### src/rtl/dce_pkg.sv
package dce_pkg;

  localparam int WORD_W = 32;
  localparam int CNT_W  = 24;
  localparam int OFS_W  = 8;
  localparam int ALGN_W = 7;

  typedef enum logic [1:0] {
    OP_DESC = 2'd0,
    OP_BRD  = 2'd1,
    OP_BWR  = 2'd2
  } mem_op_e;

  localparam int ST_EN   = 0;
  localparam int ST_HALT = 2;
  localparam int ST_TERM = 3;
  localparam int ST_AERR = 4;
  localparam int ST_WIDE = 30;

  function automatic logic [7:0] size_to_bytes(input logic [2:0] code);
    case (code)
      3'd0:    size_to_bytes = 8'd4;
      3'd1:    size_to_bytes = 8'd1;
      3'd2:    size_to_bytes = 8'd2;
      3'd3:    size_to_bytes = 8'd16;
      3'd4:    size_to_bytes = 8'd32;
      3'd5:    size_to_bytes = 8'd64;
      3'd6:    size_to_bytes = 8'd128;
      default: size_to_bytes = 8'd0;
    endcase
  endfunction

endpackage

### src/rtl/dce_decode.sv
module dce_decode
  import dce_pkg::*;
(
  input  logic [WORD_W-1:0] cmd,
  input  logic [ALGN_W-1:0] src_lo,
  input  logic [ALGN_W-1:0] dst_lo,
  output logic [7:0]        blk_bytes,
  output logic              bad,
  output logic              link,
  output logic              tie,
  output logic              sinc,
  output logic              dinc,
  output logic [1:0]        src_w,
  output logic [1:0]        dst_w
);

  logic [7:0] mask;
  logic       unused_cmd;

  always_comb begin
    blk_bytes = size_to_bytes(cmd[10:8]);
    mask      = blk_bytes - 8'd1;
    // unused size code or an address off the block grid is an error
    bad = (blk_bytes == 8'd0) ||
          (|({1'b0, src_lo} & mask)) ||
          (|({1'b0, dst_lo} & mask));
    link  = cmd[0];
    tie   = cmd[1];
    dinc  = cmd[22];
    sinc  = cmd[23];
    dst_w = cmd[13:12];
    src_w = cmd[15:14];
  end

  assign unused_cmd = ^{cmd[31:24], cmd[21:16], cmd[11], cmd[7:2]};

endmodule

### src/rtl/dce_status.sv
module dce_status
  import dce_pkg::*;
(
  input  logic              clk,
  input  logic              rst_n,
  input  logic              wr_en,
  input  logic [WORD_W-1:0] wr_data,
  input  logic              ev_term,
  input  logic              ev_tie,
  input  logic              ev_aerr,
  output logic [WORD_W-1:0] status,
  output logic              irq
);

  logic en_q, halt_q, term_q, aerr_q, irq_q;
  logic unused_wdata;

  always_ff @(posedge clk or negedge rst_n) begin
    if (!rst_n) begin
      en_q   <= 1'b0;
      halt_q <= 1'b0;
      term_q <= 1'b0;
      aerr_q <= 1'b0;
      irq_q  <= 1'b0;
    end else if (wr_en) begin
      // a write reloads enable and clears every flag
      en_q   <= wr_data[ST_EN] & ~wr_data[ST_WIDE];
      halt_q <= wr_data[ST_WIDE];
      term_q <= 1'b0;
      aerr_q <= 1'b0;
      irq_q  <= 1'b0;
    end else begin
      if (ev_aerr) begin
        aerr_q <= 1'b1;
        halt_q <= 1'b1;
        en_q   <= 1'b0;
      end
      if (ev_term) begin
        term_q <= 1'b1;
        if (ev_tie) irq_q <= 1'b1;
      end
    end
  end

  always_comb begin
    status          = '0;
    status[ST_EN]   = en_q;
    status[ST_HALT] = halt_q;
    status[ST_TERM] = term_q;
    status[ST_AERR] = aerr_q;
  end
  assign irq = irq_q;

  assign unused_wdata = ^{wr_data[31], wr_data[29:1]};

  a_r5_irq_needs_term: assert property (@(posedge clk) disable iff (!rst_n)
    irq_q |-> term_q);
  a_r6_aerr_with_halt: assert property (@(posedge clk) disable iff (!rst_n)
    aerr_q |-> (halt_q && !en_q));

endmodule

### src/rtl/dce_sequencer.sv
module dce_sequencer
  import dce_pkg::*;
#(
  parameter int AW = 32
) (
  input  logic              clk,
  input  logic              rst_n,
  input  logic              doorbell,
  input  logic [AW-1:0]     chain_base,
  input  logic              ch_en,
  input  logic              ch_blocked,
  input  logic              req_ready,
  input  logic              rsp_valid,
  input  logic [WORD_W-1:0] rsp_data,
  input  logic [7:0]        blk_bytes,
  input  logic              bad,
  input  logic              link,
  input  logic              tie,
  input  logic              sinc,
  input  logic              dinc,
  input  logic [1:0]        src_w,
  input  logic [1:0]        dst_w,
  output logic              req_valid,
  output mem_op_e           req_op,
  output logic [AW-1:0]     req_addr,
  output logic [7:0]        req_bytes,
  output logic [1:0]        req_width,
  output logic [WORD_W-1:0] cmd_q,
  output logic [AW-1:0]     src_q,
  output logic [AW-1:0]     dst_q,
  output logic [CNT_W-1:0]  remain,
  output logic              ev_term,
  output logic              ev_tie,
  output logic              ev_aerr
);

  localparam int PAD_OFS = AW - OFS_W - 4;
  localparam int PAD_WRD = AW - 4;

  typedef enum logic [2:0] {
    S_IDLE, S_FREQ, S_FWAIT, S_CHECK, S_RD, S_WR, S_END
  } seq_state_e;

  seq_state_e          st;
  logic [AW-1:0]       base_q, ptr_q;
  logic [1:0]          widx;
  logic [CNT_W-1:0]    cnt_q;
  logic [OFS_W-1:0]    ofs_q;
  logic [AW-1:0]       step;
  logic                hs;

  assign hs   = req_valid && req_ready;
  assign step = {{(AW-8){1'b0}}, blk_bytes};

  always_ff @(posedge clk or negedge rst_n) begin
    if (!rst_n) begin
      st     <= S_IDLE;
      base_q <= '0;
      ptr_q  <= '0;
      widx   <= '0;
      cnt_q  <= '0;
      ofs_q  <= '0;
      cmd_q  <= '0;
      src_q  <= '0;
      dst_q  <= '0;
    end else begin
      case (st)
        S_IDLE: if (doorbell && ch_en && !ch_blocked) begin
          base_q <= chain_base;
          ptr_q  <= chain_base;
          widx   <= '0;
          st     <= S_FREQ;
        end
        S_FREQ: if (hs) st <= S_FWAIT;
        S_FWAIT: if (rsp_valid) begin
          case (widx)
            2'd0: cmd_q <= rsp_data;
            2'd1: src_q <= rsp_data[AW-1:0];
            2'd2: dst_q <= rsp_data[AW-1:0];
            default: begin
              cnt_q <= rsp_data[CNT_W-1:0];
              ofs_q <= rsp_data[WORD_W-1:CNT_W];
            end
          endcase
          widx <= widx + 2'd1;
          st   <= (widx == 2'd3) ? S_CHECK : S_FREQ;
        end
        S_CHECK: begin
          if (bad || !ch_en)        st <= S_IDLE;
          else if (cnt_q == '0)     st <= S_END;
          else                      st <= S_RD;
        end
        S_RD: if (hs) st <= S_WR;
        S_WR: if (hs) begin
          cnt_q <= cnt_q - 1'b1;
          if (sinc) src_q <= src_q + step;
          if (dinc) dst_q <= dst_q + step;
          if (cnt_q == 1)   st <= S_END;
          else if (!ch_en)  st <= S_IDLE;
          else              st <= S_RD;
        end
        S_END: begin
          if (link && ch_en) begin
            ptr_q <= base_q + {{PAD_OFS{1'b0}}, ofs_q, 4'b0000};
            widx  <= '0;
            st    <= S_FREQ;
          end else begin
            st <= S_IDLE;
          end
        end
        default: st <= S_IDLE;
      endcase
    end
  end

  always_comb begin
    req_valid = 1'b0;
    req_op    = OP_DESC;
    req_addr  = ptr_q + {{PAD_WRD{1'b0}}, widx, 2'b00};
    req_bytes = 8'd4;
    req_width = 2'd0;
    case (st)
      S_FREQ: req_valid = 1'b1;
      S_RD: begin
        req_valid = 1'b1;
        req_op    = OP_BRD;
        req_addr  = src_q;
        req_bytes = blk_bytes;
        req_width = src_w;
      end
      S_WR: begin
        req_valid = 1'b1;
        req_op    = OP_BWR;
        req_addr  = dst_q;
        req_bytes = blk_bytes;
        req_width = dst_w;
      end
      default: ;
    endcase
  end

  assign remain  = cnt_q;
  assign ev_term = (st == S_END) && !link;
  assign ev_tie  = ev_term && tie;
  assign ev_aerr = (st == S_CHECK) && bad;

  a_r10_count_steps: assert property (@(posedge clk) disable iff (!rst_n)
    (hs && req_op == OP_BWR) |=> (remain == $past(remain) - 1'b1));
  a_r1_desc_word_aligned: assert property (@(posedge clk) disable iff (!rst_n)
    (req_valid && req_op == OP_DESC) |-> (req_addr[1:0] == 2'b00 && req_bytes == 8'd4));
  a_r2_block_nonempty: assert property (@(posedge clk) disable iff (!rst_n)
    (req_valid && req_op != OP_DESC) |-> (req_bytes != 8'd0));

endmodule

### src/rtl/dma_chain_engine.sv
module dma_chain_engine
  import dce_pkg::*;
#(
  parameter int AW = 32
) (
  input  logic              clk,
  input  logic              rst_n,
  input  logic [AW-1:0]     chain_base,
  input  logic              doorbell,
  input  logic              stat_wr,
  input  logic [WORD_W-1:0] stat_wdata,
  output logic              req_valid,
  input  logic              req_ready,
  output logic [1:0]        req_op,
  output logic [AW-1:0]     req_addr,
  output logic [7:0]        req_bytes,
  output logic [1:0]        req_width,
  input  logic              rsp_valid,
  input  logic [WORD_W-1:0] rsp_data,
  output logic [WORD_W-1:0] status,
  output logic [CNT_W-1:0]  remain,
  output logic              irq
);

  logic [WORD_W-1:0] cmd_q;
  logic [AW-1:0]     src_q, dst_q;
  logic [7:0]        blk_bytes;
  logic              bad, link, tie, sinc, dinc;
  logic [1:0]        src_w, dst_w;
  logic              ev_term, ev_tie, ev_aerr;
  mem_op_e           op_e;

  dce_decode u_dec (
    .cmd(cmd_q), .src_lo(src_q[ALGN_W-1:0]), .dst_lo(dst_q[ALGN_W-1:0]),
    .blk_bytes(blk_bytes), .bad(bad), .link(link), .tie(tie),
    .sinc(sinc), .dinc(dinc), .src_w(src_w), .dst_w(dst_w)
  );

  dce_status u_stat (
    .clk(clk), .rst_n(rst_n), .wr_en(stat_wr), .wr_data(stat_wdata),
    .ev_term(ev_term), .ev_tie(ev_tie), .ev_aerr(ev_aerr),
    .status(status), .irq(irq)
  );

  dce_sequencer #(.AW(AW)) u_seq (
    .clk(clk), .rst_n(rst_n), .doorbell(doorbell), .chain_base(chain_base),
    .ch_en(status[ST_EN]), .ch_blocked(status[ST_HALT] | status[ST_AERR]),
    .req_ready(req_ready), .rsp_valid(rsp_valid), .rsp_data(rsp_data),
    .blk_bytes(blk_bytes), .bad(bad), .link(link), .tie(tie),
    .sinc(sinc), .dinc(dinc), .src_w(src_w), .dst_w(dst_w),
    .req_valid(req_valid), .req_op(op_e), .req_addr(req_addr),
    .req_bytes(req_bytes), .req_width(req_width),
    .cmd_q(cmd_q), .src_q(src_q), .dst_q(dst_q), .remain(remain),
    .ev_term(ev_term), .ev_tie(ev_tie), .ev_aerr(ev_aerr)
  );

  assign req_op = op_e;

  a_r11_request_held: assert property (@(posedge clk) disable iff (!rst_n)
    (req_valid && !req_ready) |=> (req_valid && $stable(req_op) &&
      $stable(req_addr) && $stable(req_bytes) && $stable(req_width)));
  a_r6_no_request_on_error: assert property (@(posedge clk) disable iff (!rst_n)
    $rose(status[ST_AERR]) |-> !req_valid);

endmodule

### config.mk
export PLATFORM = sky130hd
export DESIGN_NAME = dma_chain_engine
export DESIGN_NICKNAME = d
export VERILOG_FILES = /design/src/rtl/dce_pkg.sv /design/src/rtl/dce_decode.sv /design/src/rtl/dce_status.sv /design/src/rtl/dce_sequencer.sv /design/src/rtl/dma_chain_engine.sv
export SDC_FILE = /design/constraint.sdc
export NUM_CORES = 1
export LEC_CHECK = 0
export ABC_AREA = 1
export BUFFER_PORTS_ARGS = -buffer_cell sky130_fd_sc_hd__buf_4
export CAP_MARGIN = 20
export CELL_PAD_IN_SITES_DETAIL_PLACEMENT = 0
export CELL_PAD_IN_SITES_GLOBAL_PLACEMENT = 1
export CORE_MARGIN = 1.5
export CORE_UTILIZATION = 41
export DETAILED_ROUTE_END_ITERATION = 7
export PLACE_DENSITY = 0.77
export SYNTH_ARGS = -nofsm -noshare
export SYNTH_HDL_FRONTEND = slang
export SYNTH_SLANG_ARGS = --single-unit
### constraint.sdc
create_clock -name clk -period 3 [get_ports clk]
set_clock_uncertainty 0.05 [all_clocks]
set_input_delay 0.3 -clock clk [delete_from_list [all_inputs] [get_ports clk]]
set_output_delay 0.3 -clock clk [all_outputs]
set_load 0.02 [all_outputs]
==> summary.md, run 1 <==
| Metric | Value |
|---|---|
| GRT Overall Usage | 29.5% |
| Status | finished clean |
| Final Util | 49.0% |
| Final setup viols | 0 |
| CTS buffer count | 17 |
| Min cycle time layout | 2.94 ns |
| Critical path arrival | ~2.6 ns |
| Nets | 2406 |
| First-pass GRT wire length | 76.9 mm |
| Bufs on Longest Clock Path | 2 |
| Synth top cells by count | 607 x nand2_1, 285 x nor2_1, 257 x inv_1, 181 x dfrtp_1, 168 x nand3_1 |
| Vias | 14200 |
| Fill count | 3506 |
| Area grow syn2layout | 16.7% |
| Critical path origin | u_seq.widx[0] |
| Largest net degree at the start of global routing | 81 |
| Seq cells post-synth | 181 |
| Synth top area share | 32.9% |
| Final Hold Vio Count | 0 |
| Maximum VDD drop | 0.000450 V |
| Antenna Nets Post-Route | 0 |
| Period utilisation layout | between 90% and 100% |
| Seq/Total Area, Yosys | between 30% and 40% |
| IO Port Bufs | 144 |
| Vert. Die Dim | between 150 and 200 µm |
| H-tree depth | 4 |
| Post-Synth XOR/XNOR Area | about 2% |
| Post-DP HPWL | 38.9 mm |
| Die area | approximately 35000 µm² |
| Number of global-route vias before repair | 13800 |
| CTS sink cnt | 181 |
| Hold Path Class | in -> reg |
| Initial Util | 42.0% |
| Core footprint | roughly 33000 µm² |
| GP Congestion | 0.930 |
| Syn Area/Cell | roughly 6.5 µm² |
| Synth warn | 0 |
| WL final | between 40 and 50 mm |
| Die W | ~190 µm |
| Reg clk slew, reported paths | around 0.07 ns |
| Cell with the most instances after synthesis | nand2_1 |
| Top Ports | 204 |
| Compound-Gate Fraction of Synth Area | 11.7% |
| Flip-flop cell with the highest count after synthesis | dfrtp_1 |
| N_diodes | 0 |
| Clock Latency Late Sink | 0.46 ns |
| Adder-Cell Fraction of Synth Area | under 10% |
| Mapped Area | 13800 µm² |
| # DRC | 0 |
| Count of unique library cells instantiated by Yosys | 51 |
| Post-synthesis mux area share | roughly 1.1% |
| Hold path startpoint | chain_base[16] |
| Final Max Tran Viols | 0 |
| Largest family of logic cells by synthesized area | simple AND/OR/NAND/NOR gates |
| PnR Total Power | between 10000 and 15000 µW |
| Ys async rst share | 100% |
| Initial DRC Count | between 800 and 900 |
| Layout cells sized above 1 | 12.6% |
| TritonCTS clock tree | yes |
| Worst setup SP type | flip-flop |
| Critical R2R Launch | u_seq.cmd_q[10] |
| Synth Instances | 2121 |
| Root Driver | clkbuf_16 |
| Kind of end point of the critical path | output pin |
| Fmax | 340 MHz |
| Worst-Margin Slew | 0.637 ns |
| Slew headroom | 57.6% |
| FF-to-FF path depth | 14 |
| Final TNS setup | 0 ns |
| Wire per inst | 18.2 µm |
| Crit-path max FO | 4 |
| Leading area contributor after synthesis | dfrtp_1 |
| Leakage power | 0.00799 µW |
| Hold Path Depth | 3 |
| Simple-gate area share of the yosys netlist | 36.9% |
| Drt pass-1 iters | 5 |
| CP Data Required Time | 2.65 ns |
| Post-synth EDFFs | 0 |
| RSZ-0062 raised after global routing | true |
| GR Overflow Total | 0 |
| Synth area leaders | dfrtp_1 33%, nand2_1 17%, nor2_1 7.8%, inv_1 7.0%, nand3_1 6.1% |
| Initial antenna violation count | 0 |
| Critical path type | reg -> out |
| Cell Pwr Density | 877 nW/µm² |
| Vias per inst | between 5 and 6 |
| Rows | 66 |
| Max_cap viols | 0 |
## state kept, by name, summed over array words and instances, names as in the netlist
name and count:
u_seq.remain 24, u_stat.aerr_q 1, u_stat.en_q 1, u_stat.irq 1, u_stat.term_q 1, u_seq.base_q 32
u_seq.cmd_q 11, u_seq.ofs_q 8, u_seq.src_q 32, u_seq.widx 2, u_stat.halt_q 1, u_seq.st 3
u_seq.dst_q 32, u_seq.ptr_q 32
## path summary, 6_finish.rpt
check                              endpoint  slack (ns)
setup / recovery               req_addr[12]        0.06
hold / removal             u_seq.base_q[16]        0.01
setup reg to reg            u_seq.src_q[31]        0.29
hold reg to reg             u_seq.base_q[2]        0.43
max in group asynchronous   u_seq.ptr_q[31]        1.80
min in group asynchronous   u_seq.remain[0]        0.33
## metal layers
layer	vias up	track usage, %	wire length (µm)
li1	7114	-	-
met1	6669	36.8	21500
met2	363	51.6	24200
met3	86	3.15	1850
met4	0	13.0	2000
met5	-	0	0
## cells in the final DEF (no fill, tap or decap), types with 11 or more instances in the layout
| cell | netlist | final |
|---|---|---|
| nand2_1 | 607 | 603 |
| nor2_1 | 285 | 280 |
| inv_1 | 257 | 253 |
| buf_4 | 37 | 183 |
| dfrtp_1 | 181 | 181 |
| nand3_1 | 168 | 165 |
| o21ai_0 | 98 | 94 |
| a21oi_1 | 77 | 77 |
| nand4_1 | 58 | 58 |
| nor3_1 | 39 | 36 |
| ha_1 | 35 | 34 |
| a31oi_1 | 32 | 32 |
| conb_1 | 1 | 29 |
| o21ai_1 | 25 | 28 |
| xor2_1 | 20 | 20 |
| inv_2 | 13 | 17 |
| clkbuf_16 | 0 | 17 |
| o211ai_1 | 16 | 16 |
| nand3b_1 | 14 | 14 |
| mux2_2 | 14 | 14 |
| xnor2_1 | 11 | 11 |
| o221ai_1 | 11 | 11 |
## logic make-up (layout without fill, tap and decap cells)
kind of cell,count (synthesis),count (layout)
compound gates,286,286
fa+ha+maj,39,39
buf+inv,372,501
mux,14,14
flops,181,181
xor+xnor,31,31
simple gates,1197,1197
other cells,1,29
## where the power goes
| part | switching [µW] | total (µW) | internal [µW] |
|---|---|---|---|
| Clock | 1080 | 2330 | 1250 |
| Sequential | 1380 | 4910 | 3520 |
| Combinational | 4350 | 6850 | 2500 |
## cell type report
| class | count | area, µm² | area share, % |
|---|---|---|---|
| multi-input cells | 1596 | 7820 | 48.7 |
| flip-flops and latches | 181 | 4530 | 28.2 |
| repair buffers | 198 | 1570 | 9.77 |
| inverters | 271 | 1020 | 6.33 |
| well taps | 442 | 553 | 3.44 |
| clock buffers | 20 | 447 | 2.78 |
| clock inverters | 12 | 131 | 0.818 |
## critical path: stages (launching register included)
cell	delay, ns
dfrtp_1	0.37
ha_2	0.19
inv_2	0.04
fa_2	0.38
inv_2	0.08
nand3_2	0.08
inv_2	0.09
nand2_4	0.07
inv_2	0.09
nand2_2	0.07
o211ai_1	0.27
o211ai_1	0.21
buf_4	0.21
## metrics by stage
| stage | hold WS [ns] | setup WS [ns] | cell area (µm²) | instances |
|---|---|---|---|---|
| after floorplan | -0.0456 | 0.336 | 13900 | 2149 |
| final | 0.0124 | 0.0613 | 16100 | 2720 |
| after global routing | 0.0187 | -0.0972 | 16100 | 2720 |
| after detailed placement | 0.262 | 0.257 | 15300 | 2675 |
| after CTS | 0.000582 | 0.00360 | 16000 | 2718 |
| after global placement | 0.270 | 0.278 | 15300 | 2675 |
## timing repair
action                                  4_1_cts  5_1_grt
gates resized for setup                       7       22
buffers inserted                              2        2
endpoints found under the hold margin        62        0
hold buffers                                  9        0
pin swaps                                     1        7
endpoints found under the setup margin       12       19
Note: power is estimated with default switching activity, not from simulation.
==> run 2: changes to the inputs <==
Settings changed: BUFFER_PORTS_ARGS -buffer_cell sky130_fd_sc_hd__buf_4 to -buffer_cell sky130_fd_sc_hd__buf_2, TNS_END_PERCENT set to 100.
==> summary.md, run 2 (synthesized netlist as in run 1, its figures left out) <==
| Metric | Value |
|---|---|
| Drt pass-1 iters | 6 |
| WL final | 49.2 mm |
| Crit-path max FO | 4 |
| Rows | 66 |
| Largest net degree at the start of global routing | 81 |
| Area grow syn2layout | 14.3% |
| Final Util | 48.0% |
| Reg clk slew, reported paths | around 0.080 ns |
| Wire per inst | 18.1 µm |
| Hold Path Depth | 3 |
| GP Congestion | 0.924 |
| Reg area | 4530 µm² |
| Clock power share | 16.9% |
| GRT Overall Usage | 29.1% |
| PnR Total Power | approximately 14000 µW |
| Bufs on Longest Clock Path | 2 |
| Most frequent cells in the layout | 603 x nand2_1, 280 x nor2_1, 252 x inv_1 |
| Hold Path Class | in -> reg |
| Maximum VDD drop | 0.000472 V |
| Kind of end point of the critical path | output pin |
| TritonCTS clock tree | yes |
| Clock Latency Late Sink | 0.46 ns |
| RSZ-0062 raised after global routing | true |
| Layout cells sized above 1 | 12.6% |
| Psw | a little under 7000 µW |
| Fmax | around 330 MHz |
| Core footprint | ~33000 µm² |
| GR Overflow Total | 0 |
| Worst-Margin Slew | 0.635 ns |
| H-tree depth | 4 |
| Final setup viols | 1 |
| Logic pwr share | 47.6% |
| Final worst slack | -0.0111 ns |
| N_diodes | 0 |
| Final Hold Vio Count | 0 |
| Cell Pwr Density | 881 nW/µm² |
| Crit path cell chain | ha_2 > inv_2 > fa_2 > inv_2 > nand3_2 > inv_2 > nand2_4 > inv_2 > nand2_1 > o211ai_1 > o211ai_1 > buf_4 |
| Sequential group share of total power | 35.4% |
| Dpl cells | ~2700 |
| Violated checks | setup timing |
| Die W | 186 µm |
| Initial DRC Count | 1066 |
| Critical path arrival | 2.66 ns |
| Die area | 34700 µm² |
| Period utilisation layout | 100% |
| Status | finished, violations left |
| Nets | 2402 |
| Vias per inst | between 5 and 6 |
| CTS sink cnt | 181 |
| Number of global-route vias before repair | 13400 |
| Slowest Stage Delay on Critical Path | 0.38 ns |
| Critical path type | reg -> out |
| IO Port Bufs | 144 |
| Leakage power | between 0.007 and 0.008 µW |
| Min cycle time layout | between 3 and 4 ns |
| Finished Layout Cells | 2716 |
| Root Driver | clkbuf_16 |
| Sw frac | 49.8% |
| Multi-input gate area | 7820 µm² |
| Initial antenna violation count | 1 |
| Initial Util | about two fifths |
| First-pass GRT wire length | 75.8 mm |
| Most used cell, CP | inv_2 |
| CP Data Required Time | 2.65 ns |
| FF-to-FF path depth | 13 |
| Post-DP HPWL | 38.5 mm |
| Final TNS setup | -0.0111 ns |
| Final Max Tran Viols | 0 |
| CTS buffer count | 17 |
| # DRC | 0 |
| Vias | 14400 |
| Worst setup SP type | flip-flop |
| Most common cell after layout, fill and taps aside | nand2_1 |
| Internal | roughly 7000 µW |
| Vert. Die Dim | 186 µm |
| Max_cap viols | 0 |
| Fill count | 3534 |
| Antenna Nets Post-Route | 0 |
| Slew headroom | 57.6% |
| Top Ports | 204 |
| Slowest cell on crit path | fa_2 |
## run 2: changes by cell type in the layout (fill, tap and decap cells not counted), sizes merged
| cell | change |
|---|---|
| inv | +10 |
| clkinv | -7 |
| buf | -6 |
| clkbuf | -3 |
| dlygate4sd3 | +2 |
| bufinv | -1 |
| clkinvlp | +1 |
## run 2: cell type report
| cell class | instances | share of cell area [%] |
|---|---|---|
| tap | 442 | 3.52 |
| sequential | 181 | 28.8 |
| clock inverter | 15 | 1.01 |
| multi-input combinational | 1596 | 49.7 |
| clock buffer | 17 | 2.71 |
| timing repair buffer | 194 | 7.70 |
| inverter | 271 | 6.49 |
## run 2: path summary, 6_finish.rpt
path | start | endpoint | slack [ns]
min in group asynchronous | rst_n | u_stat.halt_q | 0.32
min reg2reg | u_seq.base_q[2] | u_seq.base_q[2] | 0.43
max | u_seq.ptr_q[2] | req_addr[12] | -0.01
min | chain_base[26] | u_seq.base_q[26] | 0.02
max in group asynchronous | rst_n | u_seq.dst_q[24] | 1.64
max reg2reg | u_seq.cmd_q[10] | u_seq.src_q[10] | 0.17
## run 2: timing repair
item	CTS	global route
resized for setup	12	27
hold buffers	11	0
setup buffers	3	0
pin swaps	3	10
setup endpoints to repair	11	32
endpoints found under the hold margin	65	0
## run 2: worst max-delay path: cells and delay by family, from the launching register on
| kind | cells | cell delay, ns |
|---|---|---|
| AO/OA/AOI/OAI | 2 | 0.52 |
| adder cells (fa/ha/maj) | 2 | 0.58 |
| buffers and inverters | 5 | 0.51 |
| flip-flops | 1 | 0.37 |
| AND/OR/NAND/NOR | 3 | 0.22 |
## run 2: power by group through the flow
stage	Combinational, µW	Clock (µW)	Sequential (µW)
after floorplan	4500	0	4610
after global placement	6340	0	4890
after detailed placement	6430	0	4900
after CTS	6520	2380	4860
after global routing	7450	2500	5060
final	6590	2340	4910
## run 2: per-stage QoR
| stage | cell area [µm²] | setup slack [ns] | hold WS (ns) |
|---|---|---|---|
| after floorplan | 13900 | 0.336 | -0.0456 |
| after global routing | 15700 | -0.128 | 0.0210 |
| after global placement | 14900 | 0.187 | 0.267 |
| after CTS | 15600 | 0.00124 | 0.00204 |
| final | 15700 | -0.0111 | 0.0166 |
| after detailed placement | 14900 | 0.128 | 0.265 |
## run 2: layer usage
layer	GRT usage (%)	vias to the layer above	part of all wire (%)
li1	-	7100	-
met1	37.4	6784	43
met2	49.6	428	48
met3	3.17	84	4.6
met4	12.1	0	3.9
met5	0	-	0
